<file path="src/rtl/err_hist_pkg.sv">
package err_hist_pkg;

  localparam int PER_W  = 8;
  localparam int DATA_W = 16;
  localparam logic [PER_W-1:0] PER_FOREVER = '1;
  localparam logic [PER_W-1:0] PER_RESET   = 8'd8;

  typedef enum logic [1:0] {
    ADR_PERSIST = 2'd0,
    ADR_HIST    = 2'd1,
    ADR_WIPE    = 2'd2,
    ADR_SPARE   = 2'd3
  } reg_adr_e;

  // True when a running countdown ends on this tick.
  function automatic logic cd_ends(input logic [PER_W-1:0] c);
    return (c != PER_FOREVER) && (c <= PER_W'(1));
  endfunction

  // Countdown value after one tick.
  function automatic logic [PER_W-1:0] cd_step(input logic [PER_W-1:0] c);
    if (c == PER_FOREVER) return c;
    if (c == '0)          return c;
    return c - PER_W'(1);
  endfunction

endpackage

</file>
<file path="src/rtl/sec_strobe.sv">
module sec_strobe #(
  parameter int CLK_HZ = 100_000_000
) (
  input  logic clk,
  input  logic rst_n,
  output logic tick_o
);
  localparam int DIV_W = (CLK_HZ > 1) ? $clog2(CLK_HZ) : 1;
  localparam logic [DIV_W-1:0] DIV_LAST = DIV_W'(CLK_HZ - 1);

  logic [DIV_W-1:0] div_q;
  logic             wrap_w;

  assign wrap_w = (div_q == DIV_LAST);
  assign tick_o = wrap_w;

  always_ff @(posedge clk) begin
    if (!rst_n)      div_q <= '0;
    else if (wrap_w) div_q <= '0;
    else             div_q <= div_q + DIV_W'(1);
  end

  // after a tick the divider starts a fresh second
  a_r5_tick_restart: assert property (@(posedge clk) disable iff (!rst_n)
    tick_o |=> (div_q == '0));

endmodule

</file>
<file path="src/rtl/hist_regs.sv">
module hist_regs
  import err_hist_pkg::*;
#(
  parameter int N_EVT = 16
) (
  input  logic              clk,
  input  logic              rst_n,
  input  logic              wr_i,
  input  logic [1:0]        addr_i,
  input  logic [DATA_W-1:0] wdata_i,
  input  logic [N_EVT-1:0]  hist_i,
  output logic [DATA_W-1:0] rdata_o,
  output logic [PER_W-1:0]  persist_o,
  output logic [N_EVT-1:0]  host_set_o,
  output logic              wipe_o
);
  logic [PER_W-1:0] persist_q;
  logic             wr_persist_w;
  logic             wr_hist_w;

  assign wr_persist_w = wr_i && (reg_adr_e'(addr_i) == ADR_PERSIST);
  assign wr_hist_w    = wr_i && (reg_adr_e'(addr_i) == ADR_HIST);
  assign wipe_o       = wr_i && (reg_adr_e'(addr_i) == ADR_WIPE) && wdata_i[0];
  assign host_set_o   = wr_hist_w ? wdata_i[N_EVT-1:0] : '0;
  assign persist_o    = persist_q;

  always_ff @(posedge clk) begin
    if (!rst_n)            persist_q <= PER_RESET;
    else if (wr_persist_w) persist_q <= wdata_i[PER_W-1:0];
  end

  always_comb begin
    rdata_o = '0;
    unique case (reg_adr_e'(addr_i))
      ADR_PERSIST: rdata_o[PER_W-1:0] = persist_q;
      ADR_HIST:    rdata_o[N_EVT-1:0] = hist_i;
      default:     rdata_o = '0;
    endcase
  end

  // the hold time moves only on a write to its address
  a_r2_persist_hold: assert property (@(posedge clk) disable iff (!rst_n)
    !wr_persist_w |=> $stable(persist_q));
  // the upper read byte of the hold-time register is always zero
  a_r2_upper_zero: assert property (@(posedge clk) disable iff (!rst_n)
    (reg_adr_e'(addr_i) == ADR_PERSIST) |-> (rdata_o[DATA_W-1:PER_W] == '0));

endmodule

</file>
<file path="src/rtl/hist_cell.sv">
module hist_cell
  import err_hist_pkg::*;
(
  input  logic             clk,
  input  logic             rst_n,
  input  logic             tick_i,
  input  logic             set_i,
  input  logic             wipe_i,
  input  logic [PER_W-1:0] persist_i,
  output logic             flag_o
);
  logic             flag_q;
  logic [PER_W-1:0] cd_q;
  logic             expire_w;
  logic             step_w;

  assign expire_w = tick_i && flag_q && cd_ends(cd_q);
  assign step_w   = tick_i && flag_q;
  assign flag_o   = flag_q;

  always_ff @(posedge clk) begin
    if (!rst_n) begin
      flag_q <= 1'b0;
      cd_q   <= '0;
    end else if (set_i) begin
      flag_q <= 1'b1;
      cd_q   <= persist_i;
    end else if (wipe_i || expire_w) begin
      flag_q <= 1'b0;
      cd_q   <= '0;
    end else if (step_w) begin
      cd_q   <= cd_step(cd_q);
    end
  end

  // a set raises the flag and loads the current hold time
  a_r3_load: assert property (@(posedge clk) disable iff (!rst_n)
    set_i |=> (flag_q && cd_q == $past(persist_i)));
  // a countdown at one ends on the tick
  a_r5_expire: assert property (@(posedge clk) disable iff (!rst_n)
    (flag_q && tick_i && cd_q == PER_W'(1) && !set_i) |=> !flag_q);
  // the never-expire code holds the flag until a wipe or reload
  a_r6_forever: assert property (@(posedge clk) disable iff (!rst_n)
    (flag_q && cd_q == PER_FOREVER && !wipe_i && !set_i) |=> (flag_q && cd_q == PER_FOREVER));
  // a wipe without a set drops the flag
  a_r9_wipe: assert property (@(posedge clk) disable iff (!rst_n)
    (wipe_i && !set_i) |=> !flag_q);
  // without a tick, a set or a wipe, the flag keeps its state
  a_r5_quiet: assert property (@(posedge clk) disable iff (!rst_n)
    (!tick_i && !set_i && !wipe_i) |=> ($stable(flag_q) && $stable(cd_q)));

endmodule

</file>
<file path="src/rtl/err_hist_bank.sv">
module err_hist_bank
  import err_hist_pkg::*;
#(
  parameter int N_EVT  = 16,
  parameter int CLK_HZ = 100_000_000
) (
  input  logic              clk,
  input  logic              rst_n,
  input  logic [N_EVT-1:0]  evt_i,
  input  logic              reg_wr_i,
  input  logic [1:0]        reg_addr_i,
  input  logic [DATA_W-1:0] reg_wdata_i,
  output logic [DATA_W-1:0] reg_rdata_o
);
  logic             sec_tick_w;
  logic [PER_W-1:0] persist_w;
  logic [N_EVT-1:0] host_set_w;
  logic [N_EVT-1:0] set_w;
  logic [N_EVT-1:0] flags_w;
  logic             wipe_w;

  initial begin
    if (N_EVT < 1 || N_EVT > DATA_W) $error("N_EVT must be 1..16");
  end

  sec_strobe #(.CLK_HZ(CLK_HZ)) u_tick (
    .clk    (clk),
    .rst_n  (rst_n),
    .tick_o (sec_tick_w)
  );

  hist_regs #(.N_EVT(N_EVT)) u_regs (
    .clk        (clk),
    .rst_n      (rst_n),
    .wr_i       (reg_wr_i),
    .addr_i     (reg_addr_i),
    .wdata_i    (reg_wdata_i),
    .hist_i     (flags_w),
    .rdata_o    (reg_rdata_o),
    .persist_o  (persist_w),
    .host_set_o (host_set_w),
    .wipe_o     (wipe_w)
  );

  assign set_w = evt_i | host_set_w;

  for (genvar g = 0; g < N_EVT; g++) begin : g_cell
    hist_cell u_cell (
      .clk       (clk),
      .rst_n     (rst_n),
      .tick_i    (sec_tick_w),
      .set_i     (set_w[g]),
      .wipe_i    (wipe_w),
      .persist_i (persist_w),
      .flag_o    (flags_w[g])
    );
  end

  // a set that meets a wipe leaves the flag set
  a_r10_set_wins: assert property (@(posedge clk) disable iff (!rst_n)
    (wipe_w && set_w != '0) |=> ((flags_w & $past(set_w)) == $past(set_w)));
  // with no tick, no wipe and no set, no flag moves
  a_r12_idle: assert property (@(posedge clk) disable iff (!rst_n)
    (!sec_tick_w && !wipe_w && set_w == '0) |=> $stable(flags_w));

endmodule

</file>
<file path="config.mk">
export PLATFORM = sky130hd
export DESIGN_NAME = err_hist_bank
export DESIGN_NICKNAME = d
export VERILOG_FILES = /design/src/rtl/err_hist_pkg.sv /design/src/rtl/sec_strobe.sv /design/src/rtl/hist_regs.sv /design/src/rtl/hist_cell.sv /design/src/rtl/err_hist_bank.sv
export SDC_FILE = /design/constraint.sdc
export NUM_CORES = 1
export LEC_CHECK = 0
export BUFFER_PORTS_ARGS = -buffer_cell sky130_fd_sc_hd__buf_2
export CAP_MARGIN = 20
export CORE_MARGIN = 2
export CORE_UTILIZATION = 40
export DETAILED_ROUTE_END_ITERATION = 10
export PLACE_DENSITY = 0.66
export SLEW_MARGIN = 20
export SYNTH_ARGS = -nofsm -noshare
export SYNTH_HDL_FRONTEND = slang
export SYNTH_SLANG_ARGS = --single-unit
</file>
<file path="constraint.sdc">
create_clock -name clk -period 2.55 [get_ports clk]
set_input_delay 0.255 -clock clk [delete_from_list [all_inputs] [get_ports clk]]
set_output_delay 0.255 -clock clk [all_outputs]
set_load 0.02 [all_outputs]
</file>
### After elaboration in Yosys (flattened, before gate mapping)

Index checks and enable logic that the tools add are counted.

| storage, ports and cells | value |
|---|---|
| register bits | 179 |
| logic and storage cells | 577 |
| output and inout bits | 16 |

| operators by class | value |
|---|---|
| bitwise operators | 2 |
| multiplexer cells | 323 |
| magnitude comparators | 16 |
| reductions and logical operators | 134 |
| add/subtract/negate cells | 17 |
| equality and inequality tests | 51 |

Operators with widths:

| kind | count |
|---|---|
| $mux 8 | 113 |
| $mux 1 | 208 |
| $eq 8x8->1 const B | 16 |
| $le 8x1->1 const B | 16 |
| $logic_not 8->1 | 16 |
| $ne 8x8->1 const B | 16 |
| $sub 8x1->8 const B | 16 |
| $ne 5x3->1 const B | 16 |
| $logic_and 1x1->1 | 52 |
| $reduce_bool 3->1 | 16 |
| $reduce_and 2->1 | 16 |
| $reduce_bool 2->1 | 16 |
| $add 27x1->27 const B | 1 |
| $eq 27x27->1 const B | 1 |
| $logic_or 1x1->1 | 16 |
| $mux 16 | 1 |
| $or 16x16->16 | 1 |
| $pmux 8 s2 | 1 |
| $eq 2x1->1 const B | 1 |
| $eq 2x2->1 const B | 1 |
| $logic_not 2->1 | 1 |
| $reduce_or 2->1 | 1 |
| $not 1->1 | 1 |

### Depth between registers and ports, before layout

| depth | value |
|---|---|
| depth after elaboration | 17 |
| depth in mapped cells | 10 |
| gate-level depth less buffers | 8 |

### Modules after synthesis

A second synthesis with hierarchy kept.

| unflattened totals | value |
|---|---|
| cell total of the unflattened synthesis | 1367 |
| area total of the unflattened synthesis | 12071.6 um^2 |

Modules (own cells, without submodules):

| module | area an instance (um^2) | cells an instance | instances |
|---|---|---|---|
| hist_cell | 621.8 | 69 | 16 |
| sec_strobe | 1375.1 | 166 | 1 |
| hist_regs | 646.9 | 81 | 1 |
| err_hist_bank | 100.1 | 16 | 1 |

### Worst setup path before layout

OpenSTA, ideal clock, no wires.

| timing | value |
|---|---|
| path kind | register -> register |
| start | register u_tick.div_q[0] |
| end | register g_cell[12].u_cell.cd_q[7] |
| stages on the path, launching flop included | 10 |
| arrival time | 1925 ps |
| required time | 2422 ps |
| slack | 498 ps |
| library setup time | 128 ps |
| path buffers | 2 |
| path through | dfxtp_1 > ha_1 > and3_1 > buf_2 > and4_4 > buf_6 > nand2_1 > or4_1 > a32oi_1 > nor2_1 |

| between the ends | value |
|---|---|
| cells in the longest elaborated chain, start to end | 6 |
| elaborated cells on any way between the ends | 9 |

Ends and longest elaborated chain:

| what | line | RTL |
|---|---|---|
| start, declared | sec_strobe.sv:11 | `logic [DIV_W-1:0] div_q;` |
| start signal, assigned | sec_strobe.sv:20 | `else div_q <= div_q + DIV_W'(1);` |
| $eq 27x27->1 * | sec_strobe.sv:14 | `assign wrap_w = (div_q == DIV_LAST);` |
| $logic_and 1x1->1 * | hist_cell.sv:17, hist_cell.sv:18 |  |
| $logic_and 1x1->1 | hist_cell.sv:17 | `assign expire_w = tick_i && flag_q && cd_ends(cd_q);` |
| $logic_or 1x1->1 | hist_cell.sv:28 | `end else if (wipe_i \|\| expire_w) begin` |
| $ne 5x3->1 (no line) (tied with other cells) | n/a |  |
| $reduce_and 2->1 (no line) / $mux 8 (equally long branches) | n/a |  |
| end signal, assigned | hist_cell.sv:27 | `cd_q <= persist_i;` |
| end signal, assigned | hist_cell.sv:32 | `cd_q <= cd_step(cd_q);` |
| end, declared | hist_cell.sv:13 | `logic [PER_W-1:0] cd_q;` |

Mark *: on every way between the ends. The rest lies on a longest branch, timed or not.
A chain may end at the register's enable or synchronous reset.

### Worst setup path in the final report

| timing | value |
|---|---|
| start | register u_tick.div_q[0] |
| end | register g_cell[0].u_cell.cd_q[4] |

| between the ends | value |
|---|---|
| cells in the longest elaborated chain, start to end | 6 |
| elaborated cells on any way between the ends | 9 |

Ends and longest elaborated chain:

| what | line |
|---|---|
| $eq 27x27->1 * | sec_strobe.sv:14 |
| $logic_and 1x1->1 * | hist_cell.sv:17, hist_cell.sv:18 |
| $logic_and 1x1->1 | hist_cell.sv:17 |
| $logic_or 1x1->1 | hist_cell.sv:28 |
| $ne 5x3->1 (no line) (tied with other cells) | n/a |
| $reduce_and 2->1 (no line) / $mux 8 (equally long branches) | n/a |
| end signal, assigned | hist_cell.sv:27 |
| end signal, assigned | hist_cell.sv:32 |
| end, declared | hist_cell.sv:13 |

Marks and branches as above.

==> qor.yml <==
clocking:
  clkTransAtPathRegs_ns: 0.08
  cts-buffers-inserted: 17
  clock_path_buffers: 2
  ctsHtreeMaxLevel: 4
  tritoncts: "yes"
  cts_sinks: 179
  clk_latency_ns: 0.46
  cts.root.buffer_cell: "clkbuf_16"
yosys:
  syn-instance-count: 1630
  synth_area_um2: 12640
  ys_async_sr_fraction_pct: 0
  yosysTopAreaCell: "dfxtp_1"
  synth_nets: 1732
  ys_warn_count: 0
  synth_cell_types: 98
  synth.ff_latch_count: 179
  ys_seq_area_share_pct: 28.35
  synth.top_cell.area_share_pct: 28.35
  synth.top_cells.by_area: "dfxtp_1 28%, ha_1 6.4%, a21oi_1 6.2%, nor2_1 5.4%, nand2_1 4.0%"
  synth-edff-count: 0
  synth_ff_type: "dfxtp_1"
  syn_area_per_cell_um2: 7.755
floorplanning:
  rows: 65
  die-area_um2: 33040
  fp.dieW_um: 181.8
  dieHeight_um: 181.8
  ios: 53
  core_area_um2: 31310
  initial_core_util_pct: 40.37
job:
  maxCapViolations: 0
critical_path:
  r2r_cells: 9
  start_kind: "flip-flop"
  r2r_slack_ns: 0.08
  worstReg2RegEnd: "g_cell[0].u_cell.cd_q[4]"
  endpoint_kind: "flip-flop"
  cp.required_ns: 2.89
  crit_path_max_fanout: 8
  arrival_ns: 2.81
  path_class: "reg2reg"
  reg2reg_from: "u_tick.div_q[0]"
grt:
  grt_pass1_wl_um: 64630
  grt-ovfl-total: 0
  grt_pass1_vias: 12290
  antenna_found_initial: 2
  track_usage_pct: 23.88
  grt_max_degree: 33
power_and_ir_drop:
  powerDensity_nw_per_um2: 584.3
  ir_worst_vdd_v: 0.0005608
  p_leak_nw: 5.547
min_path:
  hold_end: "u_regs.persist_o[1]"
  holdPathStages: 3
  min-delay-start: "reg_wdata_i[1]"
  min_path_type: "in2reg"
timing:
  post-route-period-util_pct: 96.81
  rsz0062_at_grt: "true"
  maxSlewHeadroom_pct: 48.04
  final-hold-violation-count: 0
  period_needed_ns: 2.469
  setup_tns_ns: 0
  slew_violations: 0
  worst_slew_pin_slew_ns: 0.7723
  fin_worst_skew_ns: 0.02061
  worst_slack_ns: 0.08135
  max_freq_mhz: 405.1
  report.final.setup_viol: 0
detailed_routing:
  drt-initial-drc-count: 1222
  vias: 13098
  ant_nets: 0
  dr.pass1.iters: 7
  drcViolationCount: 0
  wire_per_inst_um: 18.71
  drt-total-wl_um: 39500
  via_per_inst: 6.205
status:
  status: "finished, final reports clean"
cells_and_area:
  stdcell_count: 2111
  nFillCells: 3049
  final_cell_mix: "181 x nor2_1, 179 x dfxtp_1, 157 x a21oi_1"
  ff_latch_area_um2: 3583
  multi_input_area_um2: 8514
  areaGrowthSynthToFinish_pct: 13.30
  final_nets: 1796
  drive_above_1_share_pct: 14.12
  final_common_cell: "nor2_1"
place:
  port_buffers: 52
  dpl.hpwl_um: 27230
  pre_cts_ws_ns: 0.05387
  dp.cells: 2076
  gp_congestion: 0.9436
## synth_stat cells (12+ instances only)
| cell type | instances |
|---|---|
| nor2_1 | 181 |
| o21a_1 | 22 |
| nand2_1 | 136 |
| and3_1 | 24 |
| nand3_1 | 59 |
| o31ai_1 | 21 |
| o211ai_1 | 53 |
| o221ai_1 | 12 |
| mux2i_1 | 17 |
| o21ai_0 | 91 |
| inv_1 | 58 |
| a21oi_1 | 157 |
| nor3_1 | 45 |
| a21o_1 | 35 |
| nand4_1 | 36 |
| buf_2 | 23 |
| and2_1 | 27 |
| xor2_1 | 16 |
| ha_1 | 65 |
| nor4_1 | 21 |
| dfxtp_1 | 179 |
| clkbuf_1 | 50 |
| a31oi_1 | 19 |
| a211oi_1 | 16 |
## worst max-delay path, cell delays in order (launching register included)
cell     delay [ns]
dfxtp_1        0.38
ha_1           0.19
and3_1         0.28
buf_4          0.16
and4_4         0.27
buf_4          0.21
nand3_1        0.11
o21ai_2        0.38
a21oi_1        0.14
nor4_1         0.22
## per-layer routing
layer,up-vias,global-route usage [%],wire (um)
li1,6256,-,-
met5,-,0,0
met2,513,39.69,18270
met1,6228,31.56,17330
met3,101,3.751,2694
met4,0,8.033,1208
## sequential cells by signal, indices dropped and copies added, names as in the netlist
name	cells
u_regs.persist_o	8
u_tick.div_q	27
g_cell.u_cell.cd_q	128
g_cell.u_cell.flag_o	16
## cell type report
class,instances,area share [%]
well taps,402,3.512
flip-flops and latches,179,25.02
clock buffers,17,2.970
repair buffers,126,5.871
multi-input cells,1311,59.45
diodes,2,0.03494
clock inverters,15,1.599
inverters,59,1.546
## report_power, final
group / internal (mW) / switching [mW]
combinational: 0.911 / 1.30
sequential: 2.96 / 0.255
clock: 1.54 / 1.40
## kinds of logic after synthesis
kind of cell	share of synthesized area (%)
muxes	1.346
DFF	28.35
and+or+nand+nor	25.34
adders and majority gates	6.434
AOI/OAI and AO/OA	31.96
xor gates and xnor gates	1.801
buffers and inverters	4.771
## worst max path at each step
| stage | from | end | slack, ns | depth (start not counted) |
|---|---|---|---|---|
| 6_report | u_tick.div_q[0] | g_cell[0].u_cell.cd_q[4] | 0.08 | 9 |
| 5_1_grt | u_tick.div_q[0] | g_cell[8].u_cell.cd_q[6] | -0.05 | 8 |
| 4_1_cts | u_tick.div_q[0] | g_cell[11].u_cell.cd_q[5] | 0.03 | 9 |
| 3_5_place_dp | u_tick.div_q[0] | g_cell[11].u_cell.cd_q[5] | 0.05 | 9 |
| 3_3_place_gp | u_tick.div_q[0] | g_cell[11].u_cell.cd_q[5] | 0.15 | 9 |
| 2_1_floorplan | u_tick.div_q[0] | g_cell[12].u_cell.cd_q[7] | 0.50 | 9 |
## stage by stage
step / total power, mW / cell area [um^2] / utilization (%) / hold slack [ns]
after floorplan: 4.814 / 12640 / - / 0.3838
after global placement: 5.398 / 13590 / 43.40 / 0.4428
after detailed placement: 5.415 / 13590 / 43.40 / 0.4561
after CTS: 8.343 / 14240 / 45.49 / 0.1198
after global routing: 8.800 / 14320 / 45.73 / 0.1324
final: 8.369 / 14320 / 45.74 / 0.1264
## repair_timing
item / CTS / global route
setup buffers: 0 / 1
gates resized for setup: 0 / 10
endpoints found under the setup margin: 0 / 47
endpoints found under the hold margin: 0 / 0
hold buffers: 0 / 0
Note: power is estimated with default switching activity, not from simulation.
